**src/rtl/alu_pkg.sv**
```systemverilog
package alu_pkg;
  localparam int DATA_W = 8;
  localparam int NIB_W  = DATA_W / 2;
  localparam int F_Z = 7;
  localparam int F_N = 6;
  localparam int F_H = 5;
  localparam int F_C = 4;

  typedef enum logic [3:0] {
    OP_ADD = 4'd0,
    OP_ADC = 4'd1,
    OP_SUB = 4'd2,
    OP_SBC = 4'd3,
    OP_AND = 4'd4,
    OP_XOR = 4'd5,
    OP_OR  = 4'd6,
    OP_CMP = 4'd7,
    OP_CPL = 4'd8,
    OP_SCF = 4'd9,
    OP_CCF = 4'd10
  } alu_op_e;

  typedef enum logic [1:0] {
    LG_AND = 2'd0,
    LG_XOR = 2'd1,
    LG_OR  = 2'd2,
    LG_NOT = 2'd3
  } logic_sel_e;
endpackage

```
**src/rtl/alu_arith.sv**
```systemverilog
module alu_arith #(
  parameter int W   = 8,
  parameter int NIB = W / 2
) (
  input  logic [W-1:0] a_i,
  input  logic [W-1:0] b_i,
  input  logic         cin_i,
  input  logic         sub_i,
  output logic [W-1:0] res_o,
  output logic         half_o,
  output logic         carry_o
);
  logic [W:0]   full;
  logic [NIB:0] half;

  // 9-bit and 5-bit wide sums: the top bit is the carry or borrow
  always_comb begin
    if (sub_i) begin
      full = {1'b0, a_i} - {1'b0, b_i} - {{W{1'b0}}, cin_i};
      half = {1'b0, a_i[NIB-1:0]} - {1'b0, b_i[NIB-1:0]} - {{NIB{1'b0}}, cin_i};
    end else begin
      full = {1'b0, a_i} + {1'b0, b_i} + {{W{1'b0}}, cin_i};
      half = {1'b0, a_i[NIB-1:0]} + {1'b0, b_i[NIB-1:0]} + {{NIB{1'b0}}, cin_i};
    end
  end

  assign res_o   = full[W-1:0];
  assign carry_o = full[W];
  assign half_o  = half[NIB];
endmodule

```
**src/rtl/alu_logic.sv**
```systemverilog
module alu_logic
  import alu_pkg::*;
#(
  parameter int W = 8
) (
  input  logic [W-1:0] a_i,
  input  logic [W-1:0] b_i,
  input  logic_sel_e   sel_i,
  output logic [W-1:0] res_o
);
  for (genvar i = 0; i < W; i++) begin : g_bit
    always_comb begin
      unique case (sel_i)
        LG_AND:  res_o[i] = a_i[i] & b_i[i];
        LG_XOR:  res_o[i] = a_i[i] ^ b_i[i];
        LG_OR:   res_o[i] = a_i[i] | b_i[i];
        default: res_o[i] = ~a_i[i];
      endcase
    end
  end
endmodule

```
**src/rtl/alu_core.sv**
```systemverilog
module alu_core
  import alu_pkg::*;
#(
  parameter int W = DATA_W
) (
  input  alu_op_e      op_i,
  input  logic [W-1:0] a_i,
  input  logic [W-1:0] b_i,
  input  logic [7:0]   flags_i,
  output logic [W-1:0] res_o,
  output logic         wb_o,
  output logic [7:0]   flags_o
);
  localparam int NIB = W / 2;

  logic         sub, cin, ar_h, ar_c;
  logic [W-1:0] ar_res, lg_res;
  logic_sel_e   lg_sel;

  assign sub = (op_i == OP_SUB) || (op_i == OP_SBC) || (op_i == OP_CMP);
  assign cin = ((op_i == OP_ADC) || (op_i == OP_SBC)) & flags_i[F_C];

  always_comb begin
    unique case (op_i)
      OP_AND:  lg_sel = LG_AND;
      OP_XOR:  lg_sel = LG_XOR;
      OP_OR:   lg_sel = LG_OR;
      default: lg_sel = LG_NOT;
    endcase
  end

  alu_arith #(.W(W), .NIB(NIB)) u_arith (
    .a_i(a_i), .b_i(b_i), .cin_i(cin), .sub_i(sub),
    .res_o(ar_res), .half_o(ar_h), .carry_o(ar_c)
  );

  alu_logic #(.W(W)) u_logic (
    .a_i(a_i), .b_i(b_i), .sel_i(lg_sel), .res_o(lg_res)
  );

  always_comb begin
    res_o   = a_i;
    wb_o    = 1'b0;
    flags_o = {flags_i[7:4], 4'h0};
    case (op_i)
      OP_ADD, OP_ADC, OP_SUB, OP_SBC: begin
        res_o = ar_res;
        wb_o  = 1'b1;
        flags_o[F_Z] = (ar_res == '0);
        flags_o[F_N] = sub;
        flags_o[F_H] = ar_h;
        flags_o[F_C] = ar_c;
      end
      OP_CMP: begin
        flags_o[F_Z] = (ar_res == '0);
        flags_o[F_N] = 1'b1;
        flags_o[F_H] = ar_h;
        flags_o[F_C] = ar_c;
      end
      OP_AND, OP_XOR, OP_OR: begin
        res_o = lg_res;
        wb_o  = 1'b1;
        flags_o[F_Z] = (lg_res == '0);
        flags_o[F_N] = 1'b0;
        flags_o[F_H] = (op_i == OP_AND);
        flags_o[F_C] = 1'b0;
      end
      OP_CPL: begin
        res_o = lg_res;
        wb_o  = 1'b1;
        flags_o[F_N] = 1'b1;
        flags_o[F_H] = 1'b1;
      end
      OP_SCF, OP_CCF: begin
        flags_o[F_N] = 1'b0;
        flags_o[F_H] = 1'b0;
        flags_o[F_C] = (op_i == OP_SCF) ? 1'b1 : ~flags_i[F_C];
      end
      default: ;
    endcase
  end
endmodule

```
**src/rtl/alu_flag_unit.sv**
```systemverilog
module alu_flag_unit
  import alu_pkg::*;
(
  input  logic       clk_i,
  input  logic       rst_ni,
  input  logic       valid_i,
  input  logic [3:0] op_i,
  input  logic [7:0] acc_i,
  input  logic [7:0] opnd_i,
  output logic [7:0] result_o,
  output logic       wb_o,
  output logic [7:0] next_flags_o,
  output logic [7:0] flags_o
);
  alu_op_e    op;
  logic [7:0] flags_q;

  assign op = alu_op_e'(op_i);

  alu_core #(.W(DATA_W)) u_core (
    .op_i(op), .a_i(acc_i), .b_i(opnd_i), .flags_i(flags_q),
    .res_o(result_o), .wb_o(wb_o), .flags_o(next_flags_o)
  );

  always_ff @(posedge clk_i or negedge rst_ni) begin
    if (!rst_ni)      flags_q <= 8'h00;
    else if (valid_i) flags_q <= next_flags_o;
  end

  assign flags_o = flags_q;

  AST_LOW_NIBBLE_ZERO: assert property (@(posedge clk_i) disable iff (!rst_ni)
    flags_o[3:0] == 4'h0);
  AST_HOLD_WHEN_IDLE: assert property (@(posedge clk_i) disable iff (!rst_ni)
    !valid_i |=> $stable(flags_o));
  AST_LOAD_ON_VALID: assert property (@(posedge clk_i) disable iff (!rst_ni)
    valid_i |=> flags_o == $past(next_flags_o));
  AST_SUB_SETS_N: assert property (@(posedge clk_i) disable iff (!rst_ni)
    (valid_i && (op_i == 4'd2 || op_i == 4'd3)) |=> flags_o[F_N]);
  AST_CMP_NO_WB: assert property (@(posedge clk_i) disable iff (!rst_ni)
    (op_i == 4'd7) |-> (!wb_o && result_o == acc_i));
  AST_AND_SETS_H: assert property (@(posedge clk_i) disable iff (!rst_ni)
    (valid_i && op_i == 4'd4) |=> (flags_o[F_H] && !flags_o[F_C]));
  AST_SCF_SETS_C: assert property (@(posedge clk_i) disable iff (!rst_ni)
    (valid_i && op_i == 4'd9) |=> flags_o[F_C]);
  AST_BAD_OP_KEEPS: assert property (@(posedge clk_i) disable iff (!rst_ni)
    (op_i > 4'd10) |-> (!wb_o && next_flags_o == flags_o));
endmodule

```
**config.mk**
```make
export PLATFORM = sky130hd
export DESIGN_NAME = alu_flag_unit
export DESIGN_NICKNAME = d
export VERILOG_FILES = /design/src/rtl/alu_pkg.sv /design/src/rtl/alu_arith.sv /design/src/rtl/alu_logic.sv /design/src/rtl/alu_core.sv /design/src/rtl/alu_flag_unit.sv
export SDC_FILE = /design/constraint.sdc
export NUM_CORES = 1
export LEC_CHECK = 0
export BUFFER_PORTS_ARGS = -buffer_cell sky130_fd_sc_hd__buf_4
export CAP_MARGIN = 20
export CORE_UTILIZATION = 60
export CTS_BUF_LIST = sky130_fd_sc_hd__clkbuf_16
export DETAILED_ROUTE_END_ITERATION = 8
export PLACE_DENSITY = 0.88
export SLEW_MARGIN = 15
export SYNTH_ARGS = -nofsm -noshare
export SYNTH_HDL_FRONTEND = slang
export SYNTH_SLANG_ARGS = --single-unit
```
**constraint.sdc**
```tcl
create_clock -name clk_i -period 9.18 [get_ports clk_i]
set_clock_uncertainty 0.1 [all_clocks]
set_input_delay 1.836 -clock clk_i [delete_from_list [all_inputs] [get_ports clk_i]]
set_output_delay 1.836 -clock clk_i [all_outputs]
set_load 0.005 [all_outputs]
```
# After elaboration in Yosys (flattened, before gate mapping)
# Cells that the tools add are included.
# word_totals
reg_bits	4
latch_bits	0
ramBits	0
mem_bits_ro	0
input_bits	23
output_inout_bits	25
word_cells	85
n_memories	0
# op_classes
n_addsub	8
n_mul	0
div	0
order_cmp	0
n_eq_ne	12
n_shift	0
n_mux	17
bitwise	34
reduce_logical	13
# op_table
operator	n
1-bit one-hot mux with 3 select lines	9
4-bit by 3-bit equality test with 1-bit output (second input constant)	4
8-bit zero test	2
8-bit one-hot mux with 2 select lines	1
4-bit equality test (second input constant)	3
2-bit one-hot mux with 5 select lines	1
8-bit by 8-bit adder with 9-bit output	1
9-bit by 1-bit adder with 9-bit output	1
1-bit AND	9
9-bit two-way mux	1
1-bit inverter	9
8-bit by 8-bit subtractor with 9-bit output	1
9-bit by 1-bit subtractor with 9-bit output	1
4-bit by 2-bit equality test with 1-bit output (second input constant)	2
1-bit OR	8
4-bit OR reduction	2
8-bit OR reduction	1
1-bit XOR	8
2-bit one-hot mux with 3 select lines	1
4-bit by 4-bit adder with 5-bit output	1
5-bit by 1-bit adder with 5-bit output	1
5-bit two-way mux	1
5-bit OR reduction	1
4-bit by 4-bit subtractor with 5-bit output	1
other kinds (11)	14

# Longest topological paths before layout
# Gate-level depths: netlist (run 1).
# logic_depth
word_depth	7
mapped_depth	14
depth_no_buf	12

# Hierarchy
# Synthesis (run 1) repeated with hierarchy kept, for this count alone.
# unflattened
cells_unflattened	259
area_unflattened_um2	2240.9
# modules_own_cells
module	n_inst	cells_per_inst	area_per_inst_um2	seq_area_each_um2
alu_arith	1	124	969.7	0.0
alu_logic	1	50	493.0	0.0
alu_core	1	68	446.7	0.0
alu_flag_unit	1	17	331.6	200.2

# Worst setup path before layout (run 1)
# No wires, ideal clock.
# synth_timing
kind	in2out
from	input port op_i[0]
to	output port next_flags_o[7]
arrival_ns	4.324
required_time_ns	7.244
setup_slack_ns	2.920
stages	12
path_buffers	3
path_cell_list	buf_2 > buf_2 > buf_2 > nand3_1 > fa_1 > fa_1 > o21a_1 > o22ai_1 > mux2i_1 > a32oi_1 > nand4_1 > o21ai_0
# synth_via
elab_chain_len	7
elab_cells_between_ends	32
classes_between	add/sub: 2; eq/ne: 9; mux: 11; bitwise: 1; reduce/logical: 9
# synth_rtl
item	line	rtl
from (decl)	alu_flag_unit.sv:7	input logic [3:0] op_i,
4-bit by 1-bit equality test with 1-bit output or 4-bit by 2-bit equality test with 1-bit output (tied branches)	alu_core.sv:21, alu_core.sv:45, alu_core.sv:20	
1-bit logical OR	alu_core.sv:21	assign cin = ((op_i == OP_ADC) || (op_i == OP_SBC)) & flags_i[F_C];
1-bit AND	alu_core.sv:21	
9-bit by 1-bit adder with 9-bit output or 9-bit by 1-bit subtractor with 9-bit output (tied branches)	alu_arith.sv:22, alu_arith.sv:19	
9-bit two-way mux	alu_arith.sv:18	if (sub_i) begin
8-bit zero test	alu_core.sv:49, alu_core.sv:55	
1-bit one-hot mux with 2 select lines (*)	alu_core.sv:45	case (op_i)
to (decl)	alu_flag_unit.sv:12	output logic [7:0] next_flags_o,
# Every way passes the cells marked *; elsewhere a longest branch is shown, timed or not.

# Final worst setup path (run 1)
# layout_timing
from	input port op_i[3]
to	output port next_flags_o[7]
# The elaborated chain is that of the path after synthesis.

==> flow_summary.json, run 1 <==
{
  "outcome": "finished clean",
  "die_area_um2": 3610,
  "synth_top_family_by_area": "compound AO/OA/AOI/OAI gates",
  "grt_pass1_wl_mm": 9.92,
  "cts.sinks": 4,
  "leakage_nw": 1.15,
  "setup_ws_ns": 2.44,
  "drt_iter0_drc": 228,
  "io_pins": 48,
  "syn_inst": 282,
  "synth_fa_ha_area_share_pct": 22.5,
  "postCtsSetupBuffers": 0,
  "tightest_slew_ns": 0.918,
  "yosys_warnings": 0,
  "synth_area_leaders": "ha_1 19%, o21ai_0 5.9%, inv_1 5.7%",
  "drv_slew": 0,
  "hold_violations": 0,
  "hp-class": "register to register",
  "dpl_worst_slack_ns": 2.53,
  "wirelength_mm": 6.09,
  "yosysTopAreaCellShare_pct": 18.5,
  "drive_gt1_share_pct": 17.4,
  "fin_nets": 370,
  "track_usage_pct": 36.8,
  "rsz0062_at_grt": "no",
  "antennaDiodeCount": 0,
  "cts_tree": "done",
  "grt_start_max_net_pins": 29,
  "core_um2": 3130,
  "hpwl_mm": 4.58,
  "hold_path_depth": 1,
  "insertion_delay_ns": 0.22,
  "num_vias": 2314,
  "yosysSeqAreaShare_pct": 4.94,
  "ant_nets": 0,
  "start_util_pct": 64.8,
  "finalCritPeriodShare_pct": 73.4,
  "final_core_util_pct": 75.2,
  "fill_cells": 270,
  "h-tree-depth": 1,
  "synth_mux_area_share_pct": 4.63,
  "cts_buffers": 3,
  "netlist_area_um2": 2030,
  "top_layer_used": "met4",
  "firstDrtPassIters": 5,
  "synth_xor_xnor_area_share_pct": 2.59,
  "timing.slew.headroom_pct": 37.2,
  "grt_overflow": 0,
  "multiInputGateArea_um2": 1710,
  "crit_path_end_kind": "output port",
  "syn_avg_cell_area_um2": 7.18,
  "largest_reg_flops": 4,
  "synth-compound-area-share_pct": 33.2,
  "post_drt_wl_per_cell_um": 17.1,
  "drc_errors": 0,
  "powerDensity_nw_per_um2": 103,
  "cts_buffer_depth": 2,
  "ys_types": 54,
  "rows": 20,
  "drv_cap": 0,
  "wl_met1_mm": 2.38,
  "startpoint_type": "input pin",
  "grt_pass1_vias": 2193,
  "max_freq_ghz": 0.148,
  "path_class": "input pin to output port",
  "holdWs_ns": 0.509,
  "peakVddDrop_mv": 0.0386,
  "cts_root_buf": "clkbuf_16",
  "synth_commonest_cells": "31 x inv_1, 30 x ha_1, 24 x o21ai_0",
  "crit_required_ns": 7.24,
  "final.min_clock_period_ns": 6.74,
  "ys_ff_latch": 4,
  "synth_ff_type": "dfrtp_1",
  "wl_met3_um": 588,
  "synth_edf_count": 0,
  "tns_ns": 0,
  "synth_largest_area_cell": "ha_1",
  "area_growth_pct": 16.1,
  "crit_fanout": 18,
  "r2r_cells": 11,
  "ff_latch_area_um2": 100,
  "synthSimpleGateAreaFrac_pct": 19.8,
  "io_buffers": 39,
  "cts_resized": 0,
  "vias_per_cell": 6.52,
  "wl_met2_mm": 2.95,
  "arrival_ns": 4.81,
  "die_h_um": 60.1,
  "async_reset_ff_share_pct": 100,
  "yosysMostFrequentCell": "inv_1",
  "setup_viol": 0,
  "die_w_um": 60.1,
  "clk_pin_slew_ns": 0.03,
  "antenna_found_initial": 0,
  "routabilityCongestion": 0.935,
  "postCtsHoldBufs": 0
}
[per-layer routing]
metal / vias to the layer above / global-route usage (%)
met1: 1066 / 44.2
met4: 0 / 18.6
met3: 23 / 7.14
met2: 154 / 60.9
li1: 1071 / -
met5: - / 6.35
[path summary, 6_finish.rpt]
check,slack [ns],start,to
worst max-delay path,2.44,op_i[3],next_flags_o[7]
worst min-delay path,0.51,flags_o[6]$_DFFE_PN0P_,flags_o[6]$_DFFE_PN0P_
worst max register to register,6.12,flags_o[4]$_DFFE_PN0P_,flags_o[4]$_DFFE_PN0P_
worst min register to register,0.51,flags_o[6]$_DFFE_PN0P_,flags_o[6]$_DFFE_PN0P_
max in group asynchronous,7.58,rst_ni,flags_o[7]$_DFFE_PN0P_
min in group asynchronous,1.29,rst_ni,flags_o[6]$_DFFE_PN0P_
[logic make-up (layout without fill, tap and decap cells)]
family / Yosys count / in the layout
adders and majority gates: 34 / 34
AOI/OAI and AO/OA: 96 / 96
other: 1 / 8
and+or+nand+nor: 80 / 80
muxes: 9 / 9
DFF: 4 / 4
xor gates and xnor gates: 6 / 6
buffers and inverters: 52 / 74
[power by group]
part | switching, mW | total, mW | internal [mW]
logic | 0.0819 | 0.148 | 0.0662
registers | 0.00320 | 0.0232 | 0.0200
clock network | 0.0144 | 0.0703 | 0.0559
total | 0.0996 | 0.242 | 0.142
[cells in the final DEF (no fill, tap or decap), types with 5 or more instances in the layout]
master,Yosys,final
nor2_1,21,21
o21ai_0,24,24
a32oi_1,7,7
buf_4,9,40
nor2b_1,6,6
a21oi_1,12,12
o21a_1,8,8
inv_1,31,31
nand3_1,6,6
conb_1,1,8
nor3_1,10,10
o22ai_1,5,5
nand2_1,15,15
a22oi_1,10,10
nand2b_1,6,6
ha_1,30,30
mux2i_1,6,6
[through the flow]
| stage | area (um^2) | cells | total power, mW |
|---|---|---|---|
| floorplan | 2050 | 289 | 0.122 |
| global placement | 2280 | 352 | 0.164 |
| detailed placement | 2280 | 352 | 0.166 |
| CTS | 2350 | 355 | 0.237 |
| global route | 2350 | 355 | 0.259 |
| finish | 2350 | 355 | 0.242 |
[worst max-delay path: stages]
cell	delay, ns
buf_4	0.17
nor2_1	0.30
nand3_1	0.19
inv_1	0.11
fa_1	0.19
inv_1	0.06
fa_1	0.40
or2b_1	0.26
a21oi_1	0.29
mux2i_1	0.17
a32oi_1	0.26
nand4_1	0.16
o21ai_0	0.26
buf_4	0.15
[final cells by class]
type,instances,area share [%]
Multi-Input combinational cell,233,72.5
Tap cell,44,2.34
Sequential cell,4,4.26
Clock buffer,3,3.19
Inverter,31,4.95
Timing Repair Buffer,40,12.8
Note: power is estimated with default switching activity, not from simulation.
==> inputs of run 2 (changes only) <==
--- a/config.mk
+++ b/config.mk
@@ -7,10 +7,10 @@
 export LEC_CHECK = 0
 export BUFFER_PORTS_ARGS = -buffer_cell sky130_fd_sc_hd__buf_4
 export CAP_MARGIN = 20
-export CORE_UTILIZATION = 60
+export CORE_UTILIZATION = 50
 export CTS_BUF_LIST = sky130_fd_sc_hd__clkbuf_16
 export DETAILED_ROUTE_END_ITERATION = 8
-export PLACE_DENSITY = 0.88
+export PLACE_DENSITY = 0.78
 export SLEW_MARGIN = 15
 export SYNTH_ARGS = -nofsm -noshare
 export SYNTH_HDL_FRONTEND = slang
==> constraint.sdc (replaced) <==
create_clock -name clk_i -period 5.7 [get_ports clk_i]
set_clock_uncertainty 0.1 [all_clocks]
set_input_delay 1.14 -clock clk_i [delete_from_list [all_inputs] [get_ports clk_i]]
set_output_delay 1.14 -clock clk_i [all_outputs]
set_load 0.005 [all_outputs]
==> run 2 against run 1 <==
Register-to-register slack got worse by 3.4 ns; critical path type unchanged; clock-buffer cell count did not move; clock power rose by 59%; first-iteration DRC count rose by 65%; flip-flop and latch count did not move; hold slack got worse by 0.022 ns.
==> flow_summary.json, run 2 (synthesis results as in run 1) <==
{
  "setup_viol": 0,
  "antenna_found_initial": 0,
  "firstDrtPassIters": 5,
  "num_vias": 2279,
  "track_usage_pct": 31.7,
  "peakVddDrop_mv": 0.0622,
  "routabilityCongestion": 0.996,
  "die_h_um": 65.7,
  "post_drt_wl_per_cell_um": 17.9,
  "start_util_pct": 53.7,
  "max_freq_ghz": 0.188,
  "drv_cap": 0,
  "cts.sinks": 4,
  "core_um2": 3770,
  "cts_resized": 0,
  "drc_errors": 0,
  "powerDensity_nw_per_um2": 166,
  "grt_pass1_vias": 2088,
  "h-tree-depth": 1,
  "grt_pass1_wl_mm": 10.5,
  "die_area_um2": 4310,
  "cts_buffers": 3,
  "drive_gt1_share_pct": 17.9,
  "slowest_delay_ns": 0.43,
  "crit_fanout": 18,
  "cts_buffer_depth": 2,
  "wirelength_mm": 6.44,
  "r2r_cells": 9,
  "rsz0062_at_grt": "no",
  "worst_r2r_endpoint": "flags_o[5]$_DFFE_PN0P_",
  "insertion_delay_ns": 0.22,
  "cpMaxStageDelayCell": "fa_1",
  "die_w_um": 65.7,
  "vias_per_cell": 6.31,
  "cts_root_buf": "clkbuf_16",
  "largest_reg_flops": 4,
  "hpwl_mm": 4.87,
  "path_class": "input pin to output port",
  "io_pins": 48,
  "cp_cell_sequence": "buf_4 > nor2_1 > nand3_1 > fa_1 > fa_1 > o21a_1 > o22ai_1 > o21ai_0 > xnor2_1 > nor2_1 > o32ai_1 > buf_4",
  "antennaDiodeCount": 0,
  "dpl_worst_slack_ns": 0.419,
  "cp_top_family": "compound AO/OA/AOI/OAI gates",
  "area_growth_pct": 17.1,
  "crit_buf_inv": 2,
  "setup_ws_ns": 0.376,
  "fin_nets": 372,
  "outcome": "finished clean",
  "holdPathEnd": "flags_o[6]$_DFFE_PN0P_",
  "hold_start": "flags_o[6]$_DFFE_PN0P_",
  "layout_common_cells": "42 x buf_4, 31 x inv_1, 30 x ha_1",
  "grt_overflow": 0,
  "startpoint_type": "input pin",
  "crit_path_end_kind": "output port",
  "hold_path_depth": 1,
  "io_buffers": 39,
  "drt_iter0_drc": 377,
  "crit_required_ns": 4.46,
  "grt_start_max_net_pins": 29,
  "ant_nets": 0,
  "drv_slew": 0,
  "hp-class": "register to register",
  "path_depth": 12,
  "arrival_ns": 4.08,
  "tightest_slew_ns": 0.894,
  "rows": 22,
  "tns_ns": 0,
  "timing.slew.headroom_pct": 38.9,
  "clk_pin_slew_ns": 0.03,
  "final.min_clock_period_ns": 5.32,
  "postCtsSetupBuffers": 0,
  "r2r_slack_ns": 2.72,
  "cts_tree": "done",
  "leakage_nw": 1.16,
  "r2r_start": "flags_o[4]$_DFFE_PN0P_",
  "finalCritPeriodShare_pct": 93.4,
  "final_common_cell": "buf_4",
  "hold_violations": 0,
  "postCtsHoldBufs": 0
}
## run 2: cell types whose count changed in the layout (fill, tap and decap cells not counted), sizes merged
cell | previous run | this run
buf | 40 | 42
## run 2: routing by layer
layer	track usage [%]	wire, um	part of all wire [%]
met1	43.2	2670	41
met2	53.4	3090	48
met3	1.74	562	8.7
met4	7.88	125	1.9
met5	0	0	0
## run 2: through the flow
stage                     total power [mW]  util [%]  cell area [um^2]  instances  hold slack, ns
after floorplan                      0.196         -              2050        289           0.445
after global placement               0.273      60.7              2290        357           0.478
after detailed placement             0.275      60.7              2290        357           0.491
after CTS                            0.388      62.7              2360        360           0.494
after global routing                 0.421      62.9              2370        361           0.510
final                                0.393      62.9              2370        361           0.487
## run 2: worst max-delay path by stage
stage | slack (ns) | endpoint | startpoint
after floorplan | 0.83 | next_flags_o[7] | op_i[0]
after global placement | 0.56 | next_flags_o[7] | op_i[3]
after detailed placement | 0.42 | next_flags_o[4] | op_i[3]
after CTS | 0.41 | next_flags_o[4] | op_i[3]
after global routing | 0.19 | next_flags_o[4] | op_i[3]
final | 0.38 | next_flags_o[4] | op_i[3]
## run 2: area by class of cell
class / count / area (um^2)
Timing Repair Buffer: 42 / 315
Sequential cell: 4 / 100
Clock buffer: 3 / 75.1
Tap cell: 48 / 60.1
Fill cell: 337 / 1400
Multi-Input combinational cell: 233 / 1710
Inverter: 31 / 116
## run 2: report_power, final
group | switching (mW) | internal [mW] | total [mW] | leakage [nW]
registers | 0.00521 | 0.0322 | 0.0374 | 0.0493
clock network | 0.0222 | 0.0899 | 0.112 | 0.0370
logic | 0.135 | 0.109 | 0.243 | 1.07
total | 0.162 | 0.231 | 0.393 | 1.16
